[config.mk]
export PLATFORM = sky130hd
export DESIGN_NAME = pwrbtn_debounce
export DESIGN_NICKNAME = d
export VERILOG_FILES = /design/src/rtl/pbd_pkg.sv /design/src/rtl/pbd_rst_sync.sv /design/src/rtl/pbd_pin_sync.sv /design/src/rtl/pbd_limit_decode.sv /design/src/rtl/pbd_hold_timer.sv /design/src/rtl/pwrbtn_debounce.sv
export SDC_FILE = /design/constraint.sdc
export NUM_CORES = 1
export LEC_CHECK = 0
export ABC_AREA = 1
export BUFFER_PORTS_ARGS = -buffer_cell sky130_fd_sc_hd__buf_2
export CORE_UTILIZATION = 59
export CTS_CLUSTER_SIZE = 20
export DETAILED_ROUTE_END_ITERATION = 10
export GPL_ROUTABILITY_DRIVEN = 0
export PLACE_DENSITY = 0.76
export SYNTH_ARGS = -nofsm -noshare
export SYNTH_HDL_FRONTEND = slang
export SYNTH_SLANG_ARGS = --single-unit
[constraint.sdc]
create_clock -name clk -period 2.06 [get_ports clk]
set_clock_uncertainty 0.2 [all_clocks]
set_input_delay 0.206 -clock clk [delete_from_list [all_inputs] [get_ports clk]]
set_output_delay 0.206 -clock clk [all_outputs]
set_load 0.005 [all_outputs]
[src/rtl/pbd_pkg.sv]
package pbd_pkg;

  typedef enum logic [1:0] {
    SEL_INSTANT = 2'b00,
    SEL_SHORT   = 2'b01,
    SEL_MID     = 2'b10,
    SEL_LONG    = 2'b11
  } dbnc_sel_e;

  localparam int NUM_TMR  = 3;
  localparam int IDX_ON   = 0;
  localparam int IDX_FALL = 1;
  localparam int IDX_RISE = 2;

endpackage

[src/rtl/pbd_rst_sync.sv]
module pbd_rst_sync (
  input  logic clk,
  input  logic rst_n,
  output logic rst_n_sync
);

  logic [1:0] stage_q;

  always_ff @(posedge clk or negedge rst_n) begin
    if (!rst_n) begin
      stage_q <= 2'b00;
    end else begin
      stage_q <= {stage_q[0], 1'b1};
    end
  end

  assign rst_n_sync = stage_q[1];

endmodule

[src/rtl/pbd_pin_sync.sv]
module pbd_pin_sync #(
  parameter int STAGES = 2
) (
  input  logic clk,
  input  logic rst_n,
  input  logic pin_async,
  output logic pin_sync
);

  logic [STAGES-1:0] chain_q;
  logic [STAGES-1:0] chain_d;

  always_comb begin
    chain_d = {chain_q[STAGES-2:0], pin_async};
  end

  always_ff @(posedge clk or negedge rst_n) begin
    if (!rst_n) begin
      chain_q <= '1;
    end else begin
      chain_q <= chain_d;
    end
  end

  assign pin_sync = chain_q[STAGES-1];

endmodule

[src/rtl/pbd_limit_decode.sv]
module pbd_limit_decode
  import pbd_pkg::*;
#(
  parameter int T_SHORT = 1024,
  parameter int T_MID   = 4096,
  parameter int T_LONG  = 24576,
  parameter int CW      = 15
) (
  input  logic [1:0]                  sel,
  output logic [NUM_TMR-1:0][CW-1:0]  limit
);

  localparam logic [CW-1:0] L_ZERO  = '0;
  localparam logic [CW-1:0] L_SHORT = CW'(T_SHORT);
  localparam logic [CW-1:0] L_MID   = CW'(T_MID);
  localparam logic [CW-1:0] L_LONG  = CW'(T_LONG);

  dbnc_sel_e sel_e;

  always_comb begin
    sel_e = dbnc_sel_e'(sel);
    limit[IDX_RISE] = L_SHORT;
    unique case (sel_e)
      SEL_INSTANT: begin
        limit[IDX_ON]   = L_ZERO;
        limit[IDX_FALL] = L_SHORT;
      end
      SEL_SHORT: begin
        limit[IDX_ON]   = L_SHORT;
        limit[IDX_FALL] = L_SHORT;
      end
      SEL_MID: begin
        limit[IDX_ON]   = L_MID;
        limit[IDX_FALL] = L_MID;
      end
      default: begin
        limit[IDX_ON]   = L_LONG;
        limit[IDX_FALL] = L_LONG;
      end
    endcase
  end

endmodule

[src/rtl/pbd_hold_timer.sv]
module pbd_hold_timer #(
  parameter int CW = 15
) (
  input  logic          clk,
  input  logic          rst_n,
  input  logic          match,
  input  logic [CW-1:0] limit,
  output logic          fire
);

  logic [CW-1:0] cnt_q, cnt_d;
  logic          done_q, done_d;
  logic          cnt_en;

  always_comb begin
    fire   = match & ~done_q & (cnt_q >= limit);
    cnt_en = match & ~done_q & ~fire;
    cnt_d  = cnt_q;
    done_d = done_q;
    if (!match) begin
      cnt_d  = '0;
      done_d = 1'b0;
    end else if (fire) begin
      done_d = 1'b1;
    end else if (cnt_en) begin
      cnt_d  = cnt_q + 1'b1;
    end
  end

  always_ff @(posedge clk or negedge rst_n) begin
    if (!rst_n) begin
      cnt_q  <= '0;
      done_q <= 1'b0;
    end else begin
      cnt_q  <= cnt_d;
      done_q <= done_d;
    end
  end

  AST_FIRE_SINGLE: assert property (@(posedge clk) disable iff (!rst_n)
    fire |=> !fire);

  AST_FIRE_AFTER_HOLD: assert property (@(posedge clk) disable iff (!rst_n)
    (fire && limit != '0) |-> $past(match));

endmodule

[src/rtl/pwrbtn_debounce.sv]
module pwrbtn_debounce
  import pbd_pkg::*;
#(
  parameter int T_SHORT = 1024,
  parameter int T_MID   = 4096,
  parameter int T_LONG  = 24576
) (
  input  logic       clk,
  input  logic       rst_n,
  input  logic       btn_n,
  input  logic [1:0] dbnc_sel,
  input  logic       clr_fall,
  input  logic       clr_rise,
  output logic       sense,
  output logic       turn_on_req,
  output logic       fall_evt,
  output logic       rise_evt,
  output logic       fall_flag,
  output logic       rise_flag
);

  localparam int CW = $clog2(T_LONG + 1);

  logic                         rst_n_sync;
  logic                         pin_s;
  logic [NUM_TMR-1:0][CW-1:0]   limit;
  logic [NUM_TMR-1:0]           match;
  logic [NUM_TMR-1:0]           fire;
  logic                         deb_q, deb_d;
  logic                         fflag_q, fflag_d;
  logic                         rflag_q, rflag_d;

  pbd_rst_sync u_rst (
    .clk        (clk),
    .rst_n      (rst_n),
    .rst_n_sync (rst_n_sync)
  );

  pbd_pin_sync #(.STAGES(2)) u_sync (
    .clk       (clk),
    .rst_n     (rst_n_sync),
    .pin_async (btn_n),
    .pin_sync  (pin_s)
  );

  pbd_limit_decode #(
    .T_SHORT (T_SHORT),
    .T_MID   (T_MID),
    .T_LONG  (T_LONG),
    .CW      (CW)
  ) u_dec (
    .sel   (dbnc_sel),
    .limit (limit)
  );

  always_comb begin
    match[IDX_ON]   = ~pin_s;
    match[IDX_FALL] = ~pin_s & deb_q;
    match[IDX_RISE] =  pin_s & ~deb_q;
  end

  for (genvar g = 0; g < NUM_TMR; g++) begin : g_tmr
    pbd_hold_timer #(.CW(CW)) u_tmr (
      .clk   (clk),
      .rst_n (rst_n_sync),
      .match (match[g]),
      .limit (limit[g]),
      .fire  (fire[g])
    );
  end

  always_comb begin
    deb_d = deb_q;
    if (fire[IDX_FALL]) begin
      deb_d = 1'b0;
    end else if (fire[IDX_RISE]) begin
      deb_d = 1'b1;
    end
    fflag_d = fire[IDX_FALL] | (fflag_q & ~clr_fall);
    rflag_d = fire[IDX_RISE] | (rflag_q & ~clr_rise);
  end

  always_ff @(posedge clk or negedge rst_n_sync) begin
    if (!rst_n_sync) begin
      deb_q   <= 1'b1;
      fflag_q <= 1'b0;
      rflag_q <= 1'b0;
    end else begin
      deb_q   <= deb_d;
      fflag_q <= fflag_d;
      rflag_q <= rflag_d;
    end
  end

  assign sense       = pin_s;
  assign turn_on_req = fire[IDX_ON];
  assign fall_evt    = fire[IDX_FALL];
  assign rise_evt    = fire[IDX_RISE];
  assign fall_flag   = fflag_q;
  assign rise_flag   = rflag_q;

  AST_EDGE_EXCLUSIVE: assert property (@(posedge clk) disable iff (!rst_n_sync)
    !(fall_evt && rise_evt));

  AST_FALL_WHILE_LOW: assert property (@(posedge clk) disable iff (!rst_n_sync)
    fall_evt |-> !sense);

  AST_FALL_SETS_FLAG: assert property (@(posedge clk) disable iff (!rst_n_sync)
    fall_evt |=> fall_flag);

  AST_RISE_SETS_FLAG: assert property (@(posedge clk) disable iff (!rst_n_sync)
    rise_evt |=> rise_flag);

  AST_FALL_FLAG_HOLD: assert property (@(posedge clk) disable iff (!rst_n_sync)
    (fall_flag && !clr_fall) |=> fall_flag);

  AST_RISE_FLAG_HOLD: assert property (@(posedge clk) disable iff (!rst_n_sync)
    (rise_flag && !clr_rise) |=> rise_flag);

  AST_FALL_FLAG_CLR: assert property (@(posedge clk) disable iff (!rst_n_sync)
    (clr_fall && !fall_evt) |=> !fall_flag);

  AST_RISE_FLAG_CLR: assert property (@(posedge clk) disable iff (!rst_n_sync)
    (clr_rise && !rise_evt) |=> !rise_flag);

endmodule

== Word level (Yosys, flattened, before mapping) ==
Cells that the tools add are included.
Word-level totals
  output and inout port bits: 6
  logic and storage cells: 75
  bits of input ports: 7
  flip-flop bits (word level): 55
Cells by class
  $lt $le $gt $ge: 3
  bitwise logic cells: 25
  add/sub/neg operators: 3
  equality and inequality tests: 9
  reductions and logical operators: 7
  muxes and demuxes: 17
Operators with widths (count)
  2-to-1 mux 15 bit: 9
  one-hot mux 30 bit (3 select lines): 1
  adder 15 x 1 -> 15 bit (second input constant): 3
  >= comparator 15 bit: 2
  >= comparator 15 x 11 -> 1 bit (second input constant): 1
  AND 1 bit: 13
  inequality test 2 bit (second input constant): 6
  inverter 1 bit: 10
  2-to-1 mux 1 bit: 7
  AND reduction 2 bit: 3
  nonzero test 2 bit: 3
  == test 2 x 1 -> 1 bit (second input constant): 1
  == test 2 bit (second input constant): 1
  logical NOT 2 bit: 1
  inequality test 2 x 1 -> 1 bit (second input constant): 1
  OR 1 bit: 2

== Longest topological paths before layout ==
Gate-level depths: netlist (run 1).
  depth after elaboration: 9
  depth in mapped cells: 13
  gate-level depth less buffers: 12

== Modules after synthesis ==
A second synthesis (run 1) with hierarchy kept.
Unflattened totals
  cell total of the unflattened synthesis: 776
  area, all modules: 5335.1 um2
Modules (own cells, without submodules)
  pbd_hold_timer: cells each 235, area an instance 1586.5 um2, times used 3
  pbd_limit_decode: cells each 49, area an instance 340.3 um2, times used 1
  pwrbtn_debounce: cells each 17, area an instance 128.9 um2, times used 1
  pbd_rst_sync: cells each 3, area an instance 53.8 um2, times used 1
  pbd_pin_sync: cells each 2, area an instance 52.6 um2, times used 1

== Worst setup path before layout (run 1) ==
Ideal clock, no wire load.
  kind: reg-to-reg
  from: reg g_tmr[0].u_tmr.cnt_q[14]
  to: reg g_tmr[0].u_tmr.cnt_q[0]
  clock period less this slack: 1.790 ns
  arrival time: 1.472 ns
  stages on the path, launching flop included: 11
  path buffers: 1
  slack: 0.270 ns
  path through: dfrtp_1 -> ha_1 -> nand2_1 -> inv_1 -> nand2_1 -> nand2_1 -> nor2_1 -> nand3_2 -> buf_4 -> nand3_1 -> nand2_1
On the way
  word-level cells in the longest chain between the ends: 6
  elaborated cells between the ends (all ways): 7
  those cells by class: order compare (1); eq/ne (1); bitwise (3); reduce/logical (2)
Ends and longest elaborated chain
  from (decl): line pbd_hold_timer.sv:11  | logic [CW-1:0] cnt_q, cnt_d;
  from (signal assigned): line pbd_hold_timer.sv:35  | cnt_q <= cnt_d;
  >= comparator 15 bit (*): line pbd_hold_timer.sv:16  | fire = match & ~done_q & (cnt_q >= limit);
  AND 1 bit (*): line pbd_hold_timer.sv:16
  inverter 1 bit: line pbd_hold_timer.sv:17  | cnt_en = match & ~done_q & ~fire;
  AND 1 bit: line pbd_hold_timer.sv:17
  nonzero test 2 bit (no source line)
  AND reduction 2 bit (no source line) (*)
Every way passes the cells marked *; elsewhere a longest branch is shown, timed or not.
A chain may end at the register's enable or synchronous reset.

== Worst setup path in the final report (run 1) ==
  from: reg g_tmr[1].u_tmr.cnt_q[10]
  to: out fall_evt
On the way
  word-level cells in the longest chain between the ends: 2
Ends and longest elaborated chain
  from (decl): line pbd_hold_timer.sv:11
  from (signal assigned): line pbd_hold_timer.sv:35
  >= comparator 15 bit: line pbd_hold_timer.sv:16
  AND 1 bit: line pbd_hold_timer.sv:16
  to (decl): line pwrbtn_debounce.sv:16  | output logic fall_evt,
No other way between the ends.

==> impl_metrics.tcl, run 1 <==
set metrics [dict create \
    run_status "finished, violations left" \
    failed_checks "negative setup slack" \
    reg2reg_from "g_tmr[0].u_tmr.cnt_q[13]" \
    synth_nets 539 \
    crit_family "simple AND/OR/NAND/NOR gates" \
    ys_async_sr_fraction 1.00 \
    synth_edf_count 0 \
    p_per_area_nw_per_um2 523 \
    fillCellCount 449 \
    rsz0062_at_grt "true" \
    holdWs_ns 0.0455 \
    p_total_mw 2.14 \
    clock_latency_ns 0.32 \
    dieArea_um2 6330 \
    syn_to_final_growth_pct 15.1 \
    io_pins 13 \
    swShare 0.300 \
    critPathKind "register to output port" \
    grt_pass1_wl_um 14000 \
    routed_wl_um 7940 \
    power_frac_clock 0.277 \
    rows 27 \
    die_x_um 79.6 \
    synth.top_cells.by_count "nand2_1 (159), nor2_1 (84), inv_1 (66)" \
    peakVddDrop_mv 0.418 \
    path_clk_slew_ns 0.11 \
    path_cells "inv_2 -> ha_4 -> inv_2 -> nor2_2 -> nand2_1 -> nor2_1 -> nand2_1 -> nand2_1 -> nand2_2 -> inv_2 -> buf_6" \
    combPwrFrac 0.177 \
    tritoncts "yes" \
    drc_errors 0 \
    synth_top_flop_cell "dfrtp_1" \
    power.internal_mw 1.50 \
    required_ns 1.65 \
    startpoint_type "register" \
    slew_viol_final 0 \
    ff2ff_path_depth 10 \
    cts_buffer_depth 2 \
    dp.final_hpwl_um 5530 \
    fin_nets 574 \
    ff2ff_setup_slack_ns 0.11 \
    coreArea_um2 5640 \
    instances_no_fill 626 \
    syn_inst 518 \
    relSlewSlack 0.635 \
    firstDrtPassIters 5 \
    fmax_ghz 0.462 \
    power_frac_seq 0.546 \
    initial_core_util 0.629 \
    static-leakage-power_nw 2.05 \
    root_buffer "clkbuf_8" \
    die_h_um 79.6 \
    grt_pass1_vias 3186 \
    cp_max_fo 2 \
    synth_top_area_cell "dfrtp_1" \
    fin_util 0.724 \
    fin_ws_ns -0.103 \
    worst-path-buf-inv 4 \
    cts_made_buffers 5 \
    hold_class "register to async pin" \
    drive_gt1_frac 0.135 \
    place_inst 603 \
    fin_crit_sh 1.05 \
    synth_top_area_frac 0.367 \
    grt_antenna_before_repair 0 \
    avgSynthCellArea_um2 6.85 \
    worstPathArrival_ns 1.76 \
    worst_path_largest_cell_delay_ns 0.39 \
    synth_cell_type_count 31 \
    antenna_left 0 \
    synth_area_um2 3550 \
    final-hold-violation-count 0 \
    grt_overflow 0 \
    grt_usage 0.279 \
    setup_viol 2 \
    diodes 0 \
    cts_sinks 55 \
    p_switching_uw 640 \
    viasPerCell 5.32 \
    cap_viol_max_count 0 \
    grt_max_degree 31 \
    port_buffers 12 \
    final_area_um2 4080 \
    vias 3330 \
    wire_per_inst_um 12.7 \
    rr_endpoint "g_tmr[0].u_tmr.cnt_q[6]" \
    yosysWarningCount 0 \
    tightest_slew_ns 0.547 \
    htreeDepth 2 \
    post-route-min-period_ns 2.16 \
    cp-startpoint "g_tmr[1].u_tmr.cnt_q[10]" \
    synth.most_common_cell "nand2_1" \
    synth-seq-area-share 0.389 \
    first_iter_violations 275 \
    placed_cell_area_um2 3730 \
    crit_path_end_kind "output port" \
    ys_seq_elements 55 \
    synthTopCellsByArea "dfrtp_1 (37%), nand2_1 (17%), nor2_1 (8.9%)" \
    critPathSlowestCell "dfrtp_1" \
]
## cell usage in the layout (no fill, tap or decap)
master,synthesis,layout
conb_1,1,1
clkinvlp_4,0,1
a21oi_1,5,5
or2_2,1,1
nor3_2,0,2
nor2_1,84,80
nand3_4,1,1
inv_1,66,62
xor2_1,8,8
dfstp_2,3,3
nand2_2,1,3
buf_4,2,21
nand2_8,0,1
nand2_4,1,2
ha_1,14,8
a21o_1,1,1
inv_2,2,6
clkbuf_1,1,2
buf_2,5,11
dfrtp_2,0,2
nor2_4,2,4
nand2_1,159,155
nor3_1,8,6
nand4_1,23,23
clkbuf_8,0,5
dlygate4sd3_1,0,5
nor3b_1,1,1
o21ai_0,8,8
o31ai_1,2,2
dfrtp_1,52,50
nand3_2,1,1
nand3_1,58,58
buf_12,0,1
buf_6,2,1
ha_4,0,6
nand3b_1,1,1
xnor2_1,3,3
nor2_2,1,3
## worst max-delay path by stage
stage / to / slack (ns) / depth (start not counted)
final: fall_evt / -0.10 / 11
after global routing: fall_evt / -0.20 / 10
after CTS: fall_evt / -0.12 / 10
after detailed placement: g_tmr[1].u_tmr.cnt_q[6] / 0.04 / 12
after global placement: g_tmr[1].u_tmr.cnt_q[13] / 0.13 / 12
after floorplan: fall_flag / 0.22 / 0
## kinds of logic after synthesis
kind of cell / share of synthesized area
compound gates: 0.0247
xor+xnor: 0.0271
fa+ha+maj: 0.0493
buf+inv: 0.0916
flops: 0.389
other cells: 0.00106
simple gates: 0.417
## metal layers
layer  up-vias  track usage  part of all wire
met5         -            0                 0
met4         0       0.0727            0.0086
met3         6       0.0411             0.055
met2        83        0.470              0.48
met1      1537        0.374              0.46
li1       1704            -                 -
## what timing repair did
item	CTS	global route
hold buffers	5	0
endpoints found under the hold margin	5	0
cloned	0	0
pin swaps	7	6
setup buffers	8	2
setup endpoints to repair	2	24
resized for setup	11	16
## power by group through the flow
stage | registers (mW) | logic [mW] | clock network, mW
2_1_floorplan | 1.19 | 0.233 | 0
3_3_place_gp | 1.19 | 0.319 | 0
3_5_place_dp | 1.19 | 0.326 | 0
4_1_cts | 1.17 | 0.352 | 0.609
5_1_grt | 1.18 | 0.424 | 0.641
6_report | 1.17 | 0.377 | 0.592
## state kept, by name (all words and copies together) (netlist names)
signal,flops
deb_q,1
fall_flag,1
g_tmr.u_tmr.cnt_q,45
g_tmr.u_tmr.done_q,3
rise_flag,1
u_rst.stage_q,2
u_sync.chain_q,2
## layout make-up
type / instances / area, um2 / share of cell area
Clock buffer: 7 / 76.3 / 0.0187
Clock inverter: 1 / 7.51 / 0.00184
Inverter: 68 / 255 / 0.0625
Multi-Input combinational cell: 384 / 1980 / 0.484
Sequential cell: 55 / 1380 / 0.339
Tap cell: 72 / 90.1 / 0.0221
Timing Repair Buffer: 39 / 294 / 0.0720
## per-stage QoR
| stage | worst slack (ns) | setup TNS [ns] |
|---|---|---|
| after floorplan | 0.221 | 0 |
| after global placement | 0.129 | 0 |
| after detailed placement | 0.0422 | 0 |
| after CTS | -0.116 | -0.193 |
| after global routing | -0.195 | -0.329 |
| final | -0.103 | -0.151 |
No activity file was read; power rests on OpenSTA's default activity.
==> inputs of run 2 (changes only) <==
- ABC_AREA: 1 -> unset
- PLACE_DENSITY: 0.76 -> 0.77
==> impl_metrics.tcl, run 2 <==
set metrics [dict create \
    run_status "finished, violations left" \
    failed_checks "negative setup slack" \
    dieArea_um2 5350 \
    critPathSlowestCell "or4b_4" \
    syn_inst 304 \
    ys_seq_elements 55 \
    ys_async_sr_fraction 1.00 \
    drive_gt1_frac 0.427 \
    power.internal_mw 1.69 \
    rows 25 \
    viasPerCell 6.71 \
    ff2ff_path_depth 8 \
    combPwrFrac 0.192 \
    cp-startpoint "g_tmr[1].u_tmr.cnt_q[1]" \
    multi_input_area_um2 1990 \
    swShare 0.305 \
    cts_sinks 55 \
    power_frac_clock 0.331 \
    worst_path_largest_cell_delay_ns 0.47 \
    critPathKind "register to output port" \
    crit_path_end_kind "output port" \
    place_inst 429 \
    synthMuxAreaShare 0.0138 \
    wire_per_inst_um 23.7 \
    setup_viol 34 \
    synth_top_area_frac 0.435 \
    root_buffer "clkbuf_8" \
    power_frac_seq 0.477 \
    cts_buffer_depth 2 \
    grt_overflow 0 \
    endpoint "fall_evt" \
    p_switching_uw 743 \
    tightest_slew_ns 0.649 \
    slew_viol_final 0 \
    synth_top_family_by_area "simple AND/OR/NAND/NOR gates" \
    worstPathArrival_ns 2.30 \
    io_pins 13 \
    grt_pass1_vias 2838 \
    peakVddDrop_mv 0.599 \
    cp_max_fo 2 \
    holdWs_ns 0.0880 \
    ff2ff_setup_slack_ns -0.45 \
    grt_usage 0.354 \
    htreeDepth 2 \
    firstDrtPassIters 5 \
    synth_area_um2 2990 \
    fmax_ghz 0.370 \
    startpoint_type "register" \
    synth.top_cells.by_count "dfrtp_1 (52), nor2_1 (44), inv_1 (18), nand2_1 (18), xnor2_1 (16)" \
    synth_fa_ha_area_frac 0.0586 \
    diodes 0 \
    final_common_cell "buf_4" \
    drc_errors 0 \
    synth_top_area_cell "dfrtp_1" \
    routed_wl_um 11000 \
    syn_to_final_growth_pct 45.8 \
    synth-seq-area-share 0.462 \
    avgSynthCellArea_um2 9.83 \
    fin_nets 416 \
    synthSimpleGateAreaFrac 0.226 \
    die_h_um 73.2 \
    fin_ws_ns -0.645 \
    post-route-min-period_ns 2.71 \
    largest_register_ffs 45 \
    yosysWarningCount 0 \
    grt_max_degree 28 \
    reg2reg_from "g_tmr[0].u_tmr.cnt_q[7]" \
    fillCellCount 171 \
    worst-path-buf-inv 2 \
    relSlewSlack 0.565 \
    rsz0062_at_grt "true" \
    coreArea_um2 4790 \
    initial_core_util 0.625 \
    port_buffers 12 \
    path_clk_slew_ns 0.12 \
    synthTopCellsByArea "dfrtp_1 (44%), ha_1 (5.9%), nor2_1 (5.5%)" \
    die_x_um 73.2 \
    crit_family "simple AND/OR/NAND/NOR gates" \
    cp.depth 7 \
    required_ns 1.65 \
    clock_latency_ns 0.33 \
    instances_no_fill 463 \
    final-hold-violation-count 0 \
    first_iter_violations 335 \
    synthXorXnorAreaFrac 0.0762 \
    tns_ns -10.86 \
    tritoncts "yes" \
    antenna_left 0 \
    cts_made_buffers 5 \
    reg_top3 "g_tmr.u_tmr.cnt_q: 45 flops, g_tmr.u_tmr.done_q: 3 flops" \
    static-leakage-power_nw 1.90 \
    p_per_area_nw_per_um2 559 \
    fin_crit_sh 1.31 \
    synth_edf_count 0 \
    final_cell_mix "buf_4 (58), dfrtp_1 (51), nor2_1 (41)" \
    synth.most_common_cell "dfrtp_1" \
    top_register "g_tmr.u_tmr.cnt_q" \
    synth_nets 325 \
    regArea_um2 1380 \
    grt_pass1_wl_um 13900 \
    dp.final_hpwl_um 4690 \
    grt_antenna_before_repair 0 \
    synth_top_flop_cell "dfrtp_1" \
    cap_viol_max_count 0 \
    rr_endpoint "g_tmr[0].u_tmr.cnt_q[11]" \
    place_ws_ns -0.283 \
    synth_cell_type_count 51 \
    hold_class "register to async pin" \
    synth_compound_area_frac 0.129 \
    path_cells "inv_2 -> ha_4 -> or4b_4 -> o41ai_4 -> a21oi_2 -> nor3_2 -> buf_2" \
    vias 3109 \
]
[run 2: layer usage]
| metal | up-vias | track usage | part of all wire |
|---|---|---|---|
| met5 | - | 0 | 0 |
| met4 | 0 | 0.166 | 0.076 |
| met3 | 87 | 0.0732 | 0.087 |
| met2 | 248 | 0.619 | 0.49 |
| met1 | 1510 | 0.415 | 0.35 |
| li1 | 1264 | - | - |
[run 2: final cells by class]
| cell class | instances | share of cell area |
|---|---|---|
| clock buffer | 5 | 0.0158 |
| clock inverter | 3 | 0.0115 |
| sequential | 55 | 0.317 |
| inverter | 18 | 0.0155 |
| tap | 67 | 0.0192 |
| multi-input combinational | 225 | 0.457 |
| timing repair buffer | 90 | 0.164 |
[run 2: kinds of logic (layout without fill, tap and decap cells)]
logic type | after synthesis | count (layout)
and+or+nand+nor | 129 | 129
DFF | 55 | 55
AOI/OAI and AO/OA | 50 | 51
xor gates and xnor gates | 26 | 26
buffers and inverters | 25 | 116
adders and majority gates | 14 | 14
muxes | 4 | 4
other | 1 | 1
[run 2: power groups by stage]
stage                     Combinational [mW]  Sequential (mW)  Clock (mW)
after floorplan                        0.186             1.18           0
after global placement                 0.287             1.17           0
after detailed placement               0.298             1.17           0
after CTS                              0.395             1.16       0.784
after global routing                   0.490             1.17       0.835
final                                  0.467             1.16       0.806
[run 2: worst min-delay path by stage]
stage / slack [ns] / to / cells after the start / from
6_report: 0.09 / g_tmr[2].u_tmr.cnt_q[6] / 1 / u_rst.stage_q[1]
3_5_place_dp: -0.21 / u_rst.stage_q[0] / 1 / rst_n
5_1_grt: 0.14 / g_tmr[2].u_tmr.cnt_q[7] / 1 / u_rst.stage_q[1]
2_1_floorplan: -0.29 / u_rst.stage_q[0] / 0 / rst_n
4_1_cts: 0.08 / g_tmr[2].u_tmr.cnt_q[6] / 1 / u_rst.stage_q[1]
3_3_place_gp: -0.21 / u_rst.stage_q[0] / 1 / rst_n
[run 2: repair_timing]
action	4_1_cts	5_1_grt
endpoints found under the hold margin	5	0
setup buffers	13	13
resized for setup	53	43
hold buffers	5	0
pin swaps	26	40
cloned	0	1
endpoints found under the setup margin	32	37
[run 2: stage by stage]
stage               power, mW  utilization  instance area, um2
floorplan                1.37            -                3050
global placement         1.46        0.744                3560
detailed placement       1.47        0.744                3560
CTS                      2.33        0.858                4100
global route             2.49        0.910                4360
finish                   2.44        0.910                4360
[run 2: worst reg2reg max path: stages (launching register included)]
cell,delay [ns]
dfrtp_1,0.42
or4_4,0.59
o31ai_4,0.38
buf_4,0.19
buf_6,0.12
buf_6,0.12
a211oi_2,0.07
xnor2_1,0.23
nor2_1,0.07
